--- config.mk ---
export PLATFORM = sky130hd
export DESIGN_NAME = desc_ring_fetch
export DESIGN_NICKNAME = d
export VERILOG_FILES = /design/src/rtl/ring_fetch_pkg.sv /design/src/rtl/ring_fetch_dp.sv /design/src/rtl/ring_fetch_ctrl.sv /design/src/rtl/desc_ring_fetch.sv
export SDC_FILE = /design/constraint.sdc
export NUM_CORES = 2
export LEC_CHECK = 0
export BUFFER_PORTS_ARGS = -buffer_cell sky130_fd_sc_hd__buf_4
export CAP_MARGIN = 40
export CORE_AREA = 2 2 575 577
export CTS_CLUSTER_SIZE = 30
export DETAILED_ROUTE_END_ITERATION = 16
export DIE_AREA = 0 0 577 579
export HOLD_SLACK_MARGIN = 0.1
export SLEW_MARGIN = 20
export SYNTH_ARGS = -nofsm -noshare
export SYNTH_HDL_FRONTEND = slang
export SYNTH_SLANG_ARGS = --single-unit
--- constraint.sdc ---
create_clock -name clk -period 6.2 [get_ports clk]
set_input_delay 0.31 -clock clk [delete_from_list [all_inputs] [get_ports clk]]
set_output_delay 0.31 -clock clk [all_outputs]
set_load 0.005 [all_outputs]
--- src/rtl/ring_fetch_pkg.sv ---
package ring_fetch_pkg;
  localparam int DESC_BYTES = 64;
  localparam int DESC_W     = DESC_BYTES * 8;
  localparam int SLOT_SHIFT = $clog2(DESC_BYTES);

  typedef enum logic [1:0] {
    ST_IDLE  = 2'd0,
    ST_REQ   = 2'd1,
    ST_WAIT  = 2'd2,
    ST_ISSUE = 2'd3
  } fetch_state_t;

  // Strobes from the control FSM to the index/data datapath
  typedef struct packed {
    logic idxLoad;     // restore both indices
    logic wrLoad;      // take the doorbell write index
    logic rspCapture;  // latch memory response
    logic rdAdvance;   // descriptor accepted downstream
  } fetch_strobe_t;
endpackage

--- src/rtl/ring_fetch_dp.sv ---
module ring_fetch_dp
  import ring_fetch_pkg::*;
#(
  parameter int ADDR_W = 64,
  parameter int IDX_W  = 64,
  parameter int LOG2_W = 5
) (
  input  logic                clk,
  input  logic                rstN,
  input  fetch_strobe_t       strb,
  input  logic [ADDR_W-1:0]   cfgBase,
  input  logic [LOG2_W-1:0]   cfgSizeLog2,
  input  logic [IDX_W-1:0]    restoreRdIdx,
  input  logic [IDX_W-1:0]    restoreWrIdx,
  input  logic [IDX_W-1:0]    doorbellWrIdx,
  input  logic [DESC_W-1:0]   memRspData,
  output logic [IDX_W-1:0]    rdIdx,
  output logic [IDX_W-1:0]    wrIdx,
  output logic [ADDR_W-1:0]   memReqAddr,
  output logic [DESC_W-1:0]   descData,
  output logic                workAvail,
  output logic                dbBehind,
  output logic                dbStale
);
  logic [IDX_W-1:0] slotMask;
  logic [IDX_W-1:0] slotNum;
  logic [IDX_W-1:0] slotOffset;

  always_comb begin
    slotMask   = (IDX_W'(1) << cfgSizeLog2) - IDX_W'(1);
    slotNum    = rdIdx & slotMask;
    slotOffset = slotNum << SLOT_SHIFT;
    memReqAddr = cfgBase + ADDR_W'(slotOffset);
  end

  assign workAvail = (rdIdx != wrIdx);
  assign dbBehind  = (doorbellWrIdx < rdIdx);
  assign dbStale   = (doorbellWrIdx < wrIdx);

  always_ff @(posedge clk) begin
    if (!rstN) begin
      rdIdx <= '0;
      wrIdx <= '0;
    end else if (strb.idxLoad) begin
      rdIdx <= restoreRdIdx;
      wrIdx <= restoreWrIdx;
    end else begin
      if (strb.rdAdvance) rdIdx <= rdIdx + IDX_W'(1);
      if (strb.wrLoad)    wrIdx <= doorbellWrIdx;
    end
  end

  always_ff @(posedge clk) begin
    if (!rstN)                descData <= '0;
    else if (strb.rspCapture) descData <= memRspData;
  end

  // the write index only moves forward outside a restore
  AST_WR_FORWARD: assert property (@(posedge clk) disable iff (!rstN)
    !strb.idxLoad |=> wrIdx >= $past(wrIdx));
endmodule

--- src/rtl/ring_fetch_ctrl.sv ---
module ring_fetch_ctrl
  import ring_fetch_pkg::*;
(
  input  logic          clk,
  input  logic          rstN,
  input  logic          quiesce,
  input  logic          restoreValid,
  input  logic          doorbellValid,
  input  logic          workAvail,
  input  logic          dbBehind,
  input  logic          dbStale,
  input  logic          memReqReady,
  input  logic          memRspValid,
  input  logic          descReady,
  output fetch_strobe_t strb,
  output logic          memReqValid,
  output logic          descValid,
  output logic          idle,
  output logic          dbErr
);
  fetch_state_t state, stateNext;
  logic restoreTake;

  assign idle        = (state == ST_IDLE) && (quiesce || !workAvail);
  assign restoreTake = restoreValid && idle;
  assign memReqValid = (state == ST_REQ);
  assign descValid   = (state == ST_ISSUE);

  always_comb begin
    strb            = '0;
    strb.idxLoad    = restoreTake;
    strb.wrLoad     = doorbellValid && !dbBehind && !dbStale && !restoreTake;
    strb.rspCapture = (state == ST_WAIT) && memRspValid;
    strb.rdAdvance  = (state == ST_ISSUE) && descReady;
  end

  always_comb begin
    stateNext = state;
    unique case (state)
      ST_IDLE:  if (!quiesce && workAvail) stateNext = ST_REQ;
      ST_REQ:   if (memReqReady)           stateNext = ST_WAIT;
      ST_WAIT:  if (memRspValid)           stateNext = ST_ISSUE;
      ST_ISSUE: if (descReady)             stateNext = ST_IDLE;
      default:                             stateNext = ST_IDLE;
    endcase
  end

  always_ff @(posedge clk) begin
    if (!rstN) begin
      state <= ST_IDLE;
      dbErr <= 1'b0;
    end else begin
      state <= stateNext;
      dbErr <= doorbellValid && dbBehind && !restoreTake;
    end
  end

  AST_REQ_HOLD: assert property (@(posedge clk) disable iff (!rstN)
    memReqValid && !memReqReady |=> memReqValid);
  AST_ONE_OUTSTANDING: assert property (@(posedge clk) disable iff (!rstN)
    memReqValid && memReqReady |=> !memReqValid && !descValid);
  AST_PARKED_QUIET: assert property (@(posedge clk) disable iff (!rstN)
    quiesce && idle |=> !memReqValid && !descValid);
  AST_ERR_PULSE: assert property (@(posedge clk) disable iff (!rstN)
    dbErr && !(doorbellValid && dbBehind) |=> !dbErr);
endmodule

--- src/rtl/desc_ring_fetch.sv ---
module desc_ring_fetch
  import ring_fetch_pkg::*;
#(
  parameter int ADDR_W   = 64,
  parameter int IDX_W    = 64,
  parameter int MAX_LOG2 = 20,
  localparam int LOG2_W  = $clog2(MAX_LOG2 + 1)
) (
  input  logic              clk,
  input  logic              rstN,
  input  logic [ADDR_W-1:0] cfgBase,
  input  logic [LOG2_W-1:0] cfgSizeLog2,
  input  logic              restoreValid,
  input  logic [IDX_W-1:0]  restoreRdIdx,
  input  logic [IDX_W-1:0]  restoreWrIdx,
  input  logic              doorbellValid,
  input  logic [IDX_W-1:0]  doorbellWrIdx,
  input  logic              quiesce,
  output logic              memReqValid,
  input  logic              memReqReady,
  output logic [ADDR_W-1:0] memReqAddr,
  input  logic              memRspValid,
  input  logic [DESC_W-1:0] memRspData,
  output logic              descValid,
  input  logic              descReady,
  output logic [DESC_W-1:0] descData,
  output logic [IDX_W-1:0]  rdIdx,
  output logic [IDX_W-1:0]  wrIdx,
  output logic              idle,
  output logic              dbErr
);
  fetch_strobe_t strb;
  logic workAvail;
  logic dbBehind;
  logic dbStale;

  ring_fetch_ctrl uCtrl (
    .clk          (clk),
    .rstN         (rstN),
    .quiesce      (quiesce),
    .restoreValid (restoreValid),
    .doorbellValid(doorbellValid),
    .workAvail    (workAvail),
    .dbBehind     (dbBehind),
    .dbStale      (dbStale),
    .memReqReady  (memReqReady),
    .memRspValid  (memRspValid),
    .descReady    (descReady),
    .strb         (strb),
    .memReqValid  (memReqValid),
    .descValid    (descValid),
    .idle         (idle),
    .dbErr        (dbErr)
  );

  ring_fetch_dp #(
    .ADDR_W(ADDR_W),
    .IDX_W (IDX_W),
    .LOG2_W(LOG2_W)
  ) uDp (
    .clk          (clk),
    .rstN         (rstN),
    .strb         (strb),
    .cfgBase      (cfgBase),
    .cfgSizeLog2  (cfgSizeLog2),
    .restoreRdIdx (restoreRdIdx),
    .restoreWrIdx (restoreWrIdx),
    .doorbellWrIdx(doorbellWrIdx),
    .memRspData   (memRspData),
    .rdIdx        (rdIdx),
    .wrIdx        (wrIdx),
    .memReqAddr   (memReqAddr),
    .descData     (descData),
    .workAvail    (workAvail),
    .dbBehind     (dbBehind),
    .dbStale      (dbStale)
  );

  AST_REQ_ADDR_STABLE: assert property (@(posedge clk) disable iff (!rstN)
    memReqValid && !memReqReady |=> $stable(memReqAddr));
  AST_DESC_HOLD: assert property (@(posedge clk) disable iff (!rstN)
    descValid && !descReady |=> descValid && $stable(descData));
  AST_RD_ADVANCE: assert property (@(posedge clk) disable iff (!rstN)
    descValid && descReady |=> rdIdx == $past(rdIdx) + IDX_W'(1));
  AST_RD_HOLD: assert property (@(posedge clk) disable iff (!rstN)
    !(descValid && descReady) && !idle |=> $stable(rdIdx));
  AST_NO_OVERRUN: assert property (@(posedge clk) disable iff (!rstN)
    memReqValid || descValid |-> rdIdx != wrIdx);
  AST_DB_BEHIND: assert property (@(posedge clk) disable iff (!rstN)
    doorbellValid && (doorbellWrIdx < rdIdx) && !(restoreValid && idle)
    |=> dbErr && $stable(wrIdx));
endmodule

==> flow_summary.json <==
{
  "setup_ws_ns": 0.505,
  "place_worst_setup_slack_ns": 0.201,
  "pwr-share-clk": 0.337,
  "die_y_microns": 579,
  "final_common_cell": "buf_4",
  "ir_worst_vdd_uv": 234,
  "place_area_sq_um": 47600,
  "crit_top_cell": "buf_4",
  "area_growth_pct": 87.8,
  "fin_cells": 10800,
  "finalInstanceArea_sq_um": 58500,
  "post-route-drc-count": 0,
  "worst_r2r_path_depth": 14,
  "crit_fanout": 9,
  "start_util": 0.0948,
  "antenna_left": 0,
  "cp.depth": 17,
  "yosys_warnings": 0,
  "post_cts_buffers": 0,
  "hold_ws_ns": 0.178,
  "avgSynthCellArea_sq_um": 7.75,
  "r2r_end": "uDp.wrIdx[24]",
  "drive_above_1_share": 0.283,
  "critPathMaxStageDelay_ns": 0.59,
  "netlist_instances": 4016,
  "place_inst": 9717,
  "clock-sinks": 643,
  "first_pass_iters": 5,
  "power_mw": 17.1,
  "layout_common_cells": "buf_4 (1,565), nand2_1 (1,158), dlygate4sd3_1 (726), dfxtp_1 (643), a21oi_1 (609)",
  "fmax_ghz": 0.176,
  "clk_pin_slew_ns": 0.06,
  "cts_root_buffer": "clkbuf_16",
  "port_buffers": 1476,
  "slew_headroom": 0.323,
  "criticalPathCategory": "reg2out",
  "grt.overflow.total": 0,
  "worstSetupEndpoint": "memReqAddr[62]",
  "post-route-util": 0.178,
  "synth_ff_type": "dfxtp_1",
  "gp_congestion": 0.982,
  "cap_violations": 0,
  "finalSetupTns_ns": 0,
  "wl_per_cell_microns": 30.2,
  "via_per_inst": 3.78,
  "clk_latency_ns": 0.87,
  "arrival_ns": 5.39,
  "nFillCells": 37000,
  "status": "finished, final reports clean",
  "p_int_mw": 10.5,
  "r2r_slack_ns": 1.06,
  "num_vias": 40600,
  "synth_top_area_cell": "dfxtp_1",
  "htreeDepth": 3,
  "core_sq_um": 329000,
  "tightest_slew_ns": 1.01,
  "slowest_stage": "nor3_1",
  "worstPathRequired_ns": 5.89,
  "synth_seq_area_share": 0.413,
  "critPathLaunch": "uDp.rdIdx[19]",
  "synth_area_sq_um": 31100,
  "setup_viol": 0,
  "numCtsBuffers": 93,
  "grt_pass1_wl_microns": 400000,
  "ys_types": 74,
  "num_rows": 211,
  "track_usage": 0.185,
  "grt_pass1_vias": 37700,
  "path_delay_family": "compound AO/OA/AOI/OAI gates",
  "endpoint_kind": "output pin",
  "drt-initial-drc-count": 3456,
  "finalClockSkew_ns": 0.0755,
  "async_flop_share": 0,
  "grt_antenna_before_repair": 366,
  "synth-seq-cells": 643,
  "p_switching_mw": 6.58,
  "drt_wl_total_microns": 325000,
  "worstPathCellList": "inv_1 > nor3_1 > ha_1 > a21oi_1 > o21ai_0 > a211o_1 > o21ai_1 > buf_4 > a21oi_1 > o21ai_1 > buf_4 > a21oi_1 > nor3_1 > o21ai_1 > xor2_1 > buf_4 > buf_4",
  "synth_edf_count": 0,
  "cellLeakagePower_nw": 24.3,
  "hp-class": "in2reg",
  "power_frac_seq": 0.312,
  "timing.final.crit_share": 0.919,
  "cp_num_buf_inv": 5,
  "slew_viol_final": 0,
  "die-area_sq_um": 334000,
  "yosysTopAreaCellShare": 0.413,
  "rsz0062_at_grt": "no",
  "synthTopCellsByArea": "dfxtp_1 (41%), nand2_1 (14%), a21oi_1 (9.8%)",
  "grt_max_degree": 168,
  "timing_hold_violations_final": 0,
  "swShare": 0.385,
  "p_comb_frac": 0.352,
  "dpl.hpwl_microns": 281000,
  "cts_tree": "done",
  "die_x_microns": 577,
  "clockBufferDepth": 4,
  "fin_nets": 7144,
  "p_per_area_nw_per_um2": 292,
  "period_minus_slack_ns": 5.70,
  "io_pins": 1489,
  "worstReg2RegStart": "uDp.rdIdx[13]",
  "crit_path_start_kind": "flip-flop"
}
==> layout make-up <==
| cell class | count | area [sq um] | share of cell area |
|---|---|---|---|
| Sequential cell | 643 | 12900 | 0.220 |
| Clock inverter | 47 | 538 | 0.00920 |
| Antenna cell | 143 | 358 | 0.00612 |
| Clock buffer | 119 | 2640 | 0.0451 |
| Inverter | 153 | 582 | 0.00995 |
| Tap cell | 4366 | 5460 | 0.0934 |
| Multi-Input combinational cell | 2980 | 16800 | 0.288 |
| Timing Repair Buffer | 2302 | 19200 | 0.329 |
==> worst min-delay path by stage <==
| stage | from | endpoint | slack (ns) | cells past startpoint |
|---|---|---|---|---|
| 6_report | rstN | uDp.rdIdx[53] | 0.18 | 3 |
| 5_1_grt | rstN | uDp.rdIdx[53] | 0.15 | 3 |
| 4_1_cts | rstN | uDp.rdIdx[53] | 0.10 | 3 |
| 3_5_place_dp | uDp.descData[30] | uDp.descData[30] | 0.45 | 2 |
| 3_3_place_gp | uDp.descData[35] | uDp.descData[35] | 0.44 | 2 |
| 2_1_floorplan | restoreWrIdx[0] | uDp.wrIdx[0] | 0.42 | 2 |
==> worst reg2reg max path, stage by stage (launching register included) <==
cell	delay, ns
dfxtp_1	0.55
inv_1	0.37
ha_1	0.41
a21o_1	0.18
a21o_1	0.17
a21oi_1	0.14
o21ai_0	0.09
and2_1	0.14
o31ai_1	0.78
nand3_1	0.32
o2111ai_4	0.18
buf_4	0.57
mux2i_1	0.47
o21ai_1	0.09
dlygate4sd3_1	0.58
==> Yosys cell counts (all sizes together), types with 67 or more instances <==
cell / instances
a21o: 94
a21oi: 609
clkbuf: 208
dfxtp: 643
ha: 189
inv: 152
mux2i: 67
nand2: 1161
nor2: 133
o21ai: 122
xnor2: 93
xor2: 83
==> cells by family (layout without fill, tap and decap cells) <==
logic type	after synthesis	count (layout)	synth area share
and+or+nand+nor	1552	1552	0.208
muxes	68	68	0.0219
DFF	643	643	0.413
xor gates and xnor gates	176	176	0.0495
AOI/OAI and AO/OA	981	981	0.180
buffers and inverters	405	2621	0.0501
adders and majority gates	190	190	0.0766
other	1	156	0.000120
==> state kept, by name, indices dropped and copies added (netlist names) <==
| signal | flops |
|---|---|
| uDp.rdIdx | 64 |
| uCtrl.dbErr | 1 |
| uCtrl.state | 2 |
| uDp.descData | 512 |
| uDp.wrIdx | 64 |
==> power by group through the flow <==
stage          clock network (mW)  logic [mW]  registers, mW
2_1_floorplan                   0        2.13           5.16
3_3_place_gp                    0        5.34           5.37
6_report                     5.76        6.01           5.33
5_1_grt                      6.08        6.43           5.35
3_5_place_dp                    0        5.35           5.38
4_1_cts                      5.96        6.01           5.29
==> repair_timing <==
| action | in CTS | in global routing |
|---|---|---|
| setup endpoints to repair | 0 | 6 |
| hold buffers | 726 | 0 |
| gates resized for setup | 0 | 4 |
| hold endpoints to repair | 643 | 0 |
==> metal layers <==
layer  vias up  global-route usage  share of wire
met5         -                   0         0.0033
met4       170              0.0759          0.051
met3       761               0.101           0.14
met2      2454               0.264           0.40
met1     19100               0.227           0.41
li1      18100                   -              -
(Power assumes the default switching activity.)
